===== config.mk =====
export PLATFORM = sky130hd
export DESIGN_NAME = uv_reset_seq
export DESIGN_NICKNAME = d
export VERILOG_FILES = /design/src/rtl/uvr_pkg.sv /design/src/rtl/uvr_sync.sv /design/src/rtl/uvr_dip_filter.sv /design/src/rtl/uvr_hold_timer.sv /design/src/rtl/uv_reset_seq.sv
export SDC_FILE = /design/constraint.sdc
export NUM_CORES = 1
export LEC_CHECK = 0
export ABC_AREA = 1
export BUFFER_PORTS_ARGS = -buffer_cell sky130_fd_sc_hd__buf_2
export CORE_ASPECT_RATIO = 1.4
export CORE_MARGIN = 1.5
export CORE_UTILIZATION = 40
export DETAILED_ROUTE_END_ITERATION = 6
export HOLD_SLACK_MARGIN = 0.08
export SYNTH_ARGS = -nofsm -noshare
export SYNTH_HDL_FRONTEND = slang
export SYNTH_SLANG_ARGS = --single-unit
export TNS_END_PERCENT = 100

===== constraint.sdc =====
create_clock -name clk -period 3.2 [get_ports clk]
set_input_delay 0.16 -clock clk [delete_from_list [all_inputs] [get_ports clk]]
set_output_delay 0.16 -clock clk [all_outputs]
set_load 0.01 [all_outputs]

===== src/rtl/uvr_pkg.sv =====
package uvr_pkg;
  typedef enum logic {
    ST_HOLD = 1'b0,
    ST_RUN  = 1'b1
  } uvr_state_e;
endpackage


===== src/rtl/uvr_sync.sv =====
module uvr_sync #(
  parameter int STAGES = 2
) (
  input  logic clk,
  input  logic rst_n,
  input  logic d,
  output logic q
);
  logic [STAGES-1:0] sr;

  always_ff @(posedge clk or negedge rst_n) begin
    if (!rst_n) sr <= '0;
    else        sr <= {sr[STAGES-2:0], d};
  end

  assign q = sr[STAGES-1];
endmodule


===== src/rtl/uvr_dip_filter.sv =====
module uvr_dip_filter #(
  parameter int SENS_TICKS = 5
) (
  input  logic clk,
  input  logic rst_n,
  input  logic tick,
  input  logic en,
  input  logic supply_s,
  output logic uv_qual
);
  localparam int W = $clog2(SENS_TICKS + 1);

  logic [W-1:0] dc;

  assign uv_qual = en && !supply_s && tick && (dc == W'(SENS_TICKS - 1));

  always_ff @(posedge clk or negedge rst_n) begin
    if (!rst_n)                        dc <= '0;
    else if (!en || supply_s || uv_qual) dc <= '0;
    else if (tick)                     dc <= dc + W'(1);
  end

  // the dip count never reaches its limit while released
  p_dip_bound_r3: assert property (@(posedge clk) disable iff (!rst_n)
    en |-> (dc < W'(SENS_TICKS)));
endmodule


===== src/rtl/uvr_hold_timer.sv =====
module uvr_hold_timer
  import uvr_pkg::*;
#(
  parameter int POR_TICKS = 100
) (
  input  logic clk,
  input  logic rst_n,
  input  logic tick,
  input  logic supply_s,
  input  logic uv_qual,
  output logic released
);
  localparam int W = $clog2(POR_TICKS + 1);

  uvr_state_e   st;
  logic [W-1:0] hc;

  always_ff @(posedge clk or negedge rst_n) begin
    if (!rst_n) begin
      st <= ST_HOLD;
      hc <= '0;
    end else begin
      case (st)
        ST_HOLD: begin
          if (!supply_s) begin
            hc <= '0;
          end else if (tick) begin
            if (hc == W'(POR_TICKS - 1)) begin
              st <= ST_RUN;
              hc <= '0;
            end else begin
              hc <= hc + W'(1);
            end
          end
        end
        ST_RUN: begin
          if (uv_qual) begin
            st <= ST_HOLD;
            hc <= '0;
          end
        end
        default: st <= ST_HOLD;
      endcase
    end
  end

  assign released = (st == ST_RUN);

  // no release while the supply is seen low
  p_no_release_low_r1: assert property (@(posedge clk) disable iff (!rst_n)
    (!released && !supply_s) |=> !released);
  // a low supply during the hold clears the count
  p_hold_clear_r5: assert property (@(posedge clk) disable iff (!rst_n)
    (!released && !supply_s) |=> (hc == '0));
  // release only on a tick
  p_release_on_tick_r2: assert property (@(posedge clk) disable iff (!rst_n)
    $rose(released) |-> $past(tick));
  // cycles without a tick leave timing state unchanged
  p_idle_stable_r7: assert property (@(posedge clk) disable iff (!rst_n)
    (!tick && supply_s) |=> ($stable(hc) && $stable(released)));
endmodule


===== src/rtl/uv_reset_seq.sv =====
module uv_reset_seq #(
  parameter int POR_TICKS   = 100,
  parameter int SENS_TICKS  = 5,
  parameter int SYNC_STAGES = 2
) (
  input  logic clk,
  input  logic rst_n,
  input  logic tick,
  input  logic supply_ok,
  output logic rst_out_n,
  output logic pwr_done
);
  logic supply_s;
  logic uv_qual;
  logic released;

  uvr_sync #(.STAGES(SYNC_STAGES)) sync_i (
    .clk   (clk),
    .rst_n (rst_n),
    .d     (supply_ok),
    .q     (supply_s)
  );

  uvr_dip_filter #(.SENS_TICKS(SENS_TICKS)) filt_i (
    .clk      (clk),
    .rst_n    (rst_n),
    .tick     (tick),
    .en       (released),
    .supply_s (supply_s),
    .uv_qual  (uv_qual)
  );

  uvr_hold_timer #(.POR_TICKS(POR_TICKS)) hold_i (
    .clk      (clk),
    .rst_n    (rst_n),
    .tick     (tick),
    .supply_s (supply_s),
    .uv_qual  (uv_qual),
    .released (released)
  );

  assign rst_out_n = released;
  assign pwr_done  = released;

  // a qualified dip drops both outputs in the next cycle
  p_drop_on_qual_r4: assert property (@(posedge clk) disable iff (!rst_n)
    uv_qual |=> (!rst_out_n && !pwr_done));
endmodule


==> impl_metrics.json <==
{
  "setup_viol": 0,
  "nNetsFinal": 115,
  "grt_pass1_wl_mm": 2.28,
  "row_count": 18,
  "critical-path-top-delay-family": "simple AND/OR/NAND/NOR gates",
  "htreeDepth": 1,
  "cts_buffers": 3,
  "wire_per_inst_um": 10.4,
  "drt_iter0_markers": 10,
  "rrSetupSlack_ps": 1840,
  "clock_latency_ps": 270,
  "core_um2": 1760,
  "final_common_cell": "nand2_1",
  "synth-compound-area-share_pct": 5.78,
  "hold_viol": 0,
  "grt_overflow": 0,
  "met1_usage_pct": 18.4,
  "hpwlAfterDp_mm": 1.01,
  "dp_cells": 121,
  "grt_max_degree": 14,
  "yosys.area_share.simple_pct": 34.4,
  "synth_area_per_cell_um2": 7.58,
  "grt_pass1_vias": 580,
  "slew_viol_final": 0,
  "start_util_pct": 41.9,
  "hold_class": "input port to register",
  "netlist_area_um2": 736,
  "synth_top_area_cell": "dfrtp_1",
  "clock_path_buffers": 2,
  "worstSetupPathType": "register to register",
  "status": "finished clean",
  "min_period_ps": 1360,
  "synth_top_family_by_area": "simple AND/OR/NAND/NOR gates",
  "antenna_found_initial": 0,
  "top_usage_layer": "met2",
  "ys_seq_area_share_pct": 44.2,
  "switching_share_pct": 24.3,
  "yosys_warnings": 0,
  "drv_cap": 0,
  "numPortBuffers": 5,
  "cp.arrival_ps": 1570,
  "min_period_over_period_pct": 42.5,
  "path_max_fanout": 5,
  "rsz0062_at_grt": "no",
  "relSlewSlack_pct": 79.6,
  "endpoint_kind": "register",
  "fillers": 182,
  "first_pass_iters": 4,
  "cts_tree": "built",
  "yosysTopAreaCellShare_pct": 44.2,
  "crit_path_end": "hold_i.hc[1]$_DFFE_PN0P_",
  "setup.worst_path.start": "hold_i.hc[0]$_DFFE_PN0P_",
  "io_pins": 6,
  "synth_cells": 97,
  "cp_slowest_cell": "dfrtp_1",
  "areaGrowthSynthToFinish_pct": 12.1,
  "tightestPinTransition_ps": 306,
  "detail-route-antenna-nets": 0,
  "vdd_drop_max_v": 0.000278,
  "pwr-share-seq_pct": 58.3,
  "fmax_mhz": 735,
  "vias_per_cell": 4.80,
  "rr_worst_depth": 8,
  "drive_gt1_share_pct": 13.1,
  "place_congestion": 0.800,
  "drt_wl_total_mm": 1.32,
  "vias": 610,
  "synth_fa_ha_area_share_pct": 5.10,
  "worstPathCellList": "ha_1 > nand2_1 > inv_1 > nand3_1 > nand2_1 > nor2_4 > nand2_1 > nand2_1",
  "cts.sinks": 13,
  "fin_cells": 127,
  "die_w_um": 39.2,
  "post-cts-setup-buffers": 0,
  "synth.area.top_cells": "dfrtp_1 (44%), nand2_1 (19%), inv_1 (6.6%), ha_1 (5.1%), nand3_1 (4.1%)",
  "die_area_um2": 2110,
  "ys_seq_elements": 13,
  "reg2reg_to": "hold_i.hc[1]$_DFFE_PN0P_",
  "startpoint_type": "register",
  "cp_common_cell": "nand2_1",
  "ys_types": 18,
  "met2_usage_pct": 27.5,
  "power_density_nw_per_um2": 367,
  "synth_nets": 104,
  "cts_root_buf": "clkbuf_4",
  "power.static_leakage_nw": 0.446,
  "internal_power_w": 0.000229,
  "cp.depth": 8,
  "finClkSkew_ps": 4.05,
  "finalSetupTns_ps": 0,
  "grt_usage_pct": 15.7,
  "num_antenna_cells": 0,
  "combPwrFrac_pct": 8.9,
  "die_h_um": 53.7,
  "met3_usage_pct": 1.24,
  "drc_errors": 0,
  "clkPwrFrac_pct": 32.9,
  "p_sw_w": 0.0000736,
  "path_buf_inv": 1,
  "slowest_delay_ps": 410,
  "cp.required_ps": 3410,
  "clk_pin_slew_ps": 80,
  "synth-xor-area-share_pct": 2.38,
  "synthMuxAreaShare_pct": 0,
  "r2r-start": "hold_i.hc[0]$_DFFE_PN0P_",
  "final_cell_mix": "nand2_1 (37), inv_1 (13), dfrtp_1 (13), nor2_1 (6), nand3_1 (6)"
}
## per-stage QoR
step	util [%]	hold WS (ps)	setup slack (ps)	instance area, µm²	power, W
after global routing	46.9	253	1730	825	0.000320
after CTS	46.9	227	1830	825	0.000311
after detailed placement	44.3	62.1	1850	778	0.000205
final	46.9	235	1840	825	0.000302
after global placement	44.3	58.8	1860	778	0.000205
after floorplan	-	-136	2010	736	0.000195
## cell usage after synthesis
master	instances
nand2_1	37
dfrtp_1	13
inv_1	13
nand3_1	6
nor2_1	6
o21ai_0	4
ha_1	3
nand4_1	2
nor2_2	2
nor2_4	2
xnor2_1	2
a21oi_2	1
and3_1	1
buf_4	1
inv_2	1
nand3b_1	1
o21a_1	1
o22ai_1	1
## worst min path at each step
stage	start	to	slack [ps]	cells after the start
after floorplan	rst_n	filt_i.dc[0]$_DFFE_PN0P_	-140	0
after global placement	rst_n	filt_i.dc[1]$_DFFE_PN0P_	60	1
after detailed placement	rst_n	filt_i.dc[0]$_DFFE_PN0P_	60	1
after CTS	tick	filt_i.dc[0]$_DFFE_PN0P_	230	3
after global routing	tick	filt_i.dc[0]$_DFFE_PN0P_	250	3
final	tick	filt_i.dc[0]$_DFFE_PN0P_	240	3
## sequential cells by signal, indices dropped and copies added, names as in the netlist
signal           count
hold_i.released      1
filt_i.dc            3
hold_i.hc            7
sync_i.sr            2
## what timing repair did
action / in CTS / in global routing
endpoints found under the hold margin: 14 / 0
resized for setup: 0 / 0
hold buffers: 2 / 0
## worst min-delay path: stages
cell,delay [ps]
buf_2,140
nand4_1,80
o21ai_0,80
## power groups by stage
stage | clock, W | combinational (W) | sequential, W
floorplan | 0 | 0.0000163 | 0.000178
global placement | 0 | 0.0000253 | 0.000179
detailed placement | 0 | 0.0000254 | 0.000179
CTS | 0.000107 | 0.0000273 | 0.000176
global route | 0.000112 | 0.0000317 | 0.000177
finish | 0.0000994 | 0.0000268 | 0.000176
## layer usage
metal  wire length, µm  share of wire (%)  up-vias
met4                10               0.76        0
met1               608                 46      279
met5                 0                  0        -
met2               676                 51        7
met3                20                1.5        2
li1                  -                  -      322
## area by class of cell
| type | instances | area [µm²] | share of cell area [%] |
|---|---|---|---|
| multi-input combinational | 69 | 350 | 42.5 |
| sequential | 13 | 325 | 39.5 |
| inverter | 14 | 52.6 | 6.37 |
| timing repair buffer | 7 | 45.0 | 5.46 |
| clock buffer | 4 | 26.3 | 3.19 |
| tap | 20 | 25.0 | 3.03 |
## cell families after synthesis
family,count (synthesis)
xor+xnor,2
flops,13
buf+inv,15
fa+ha+maj,3
simple gates,57
compound gates,7
Power figures use the tool's default switching activity.
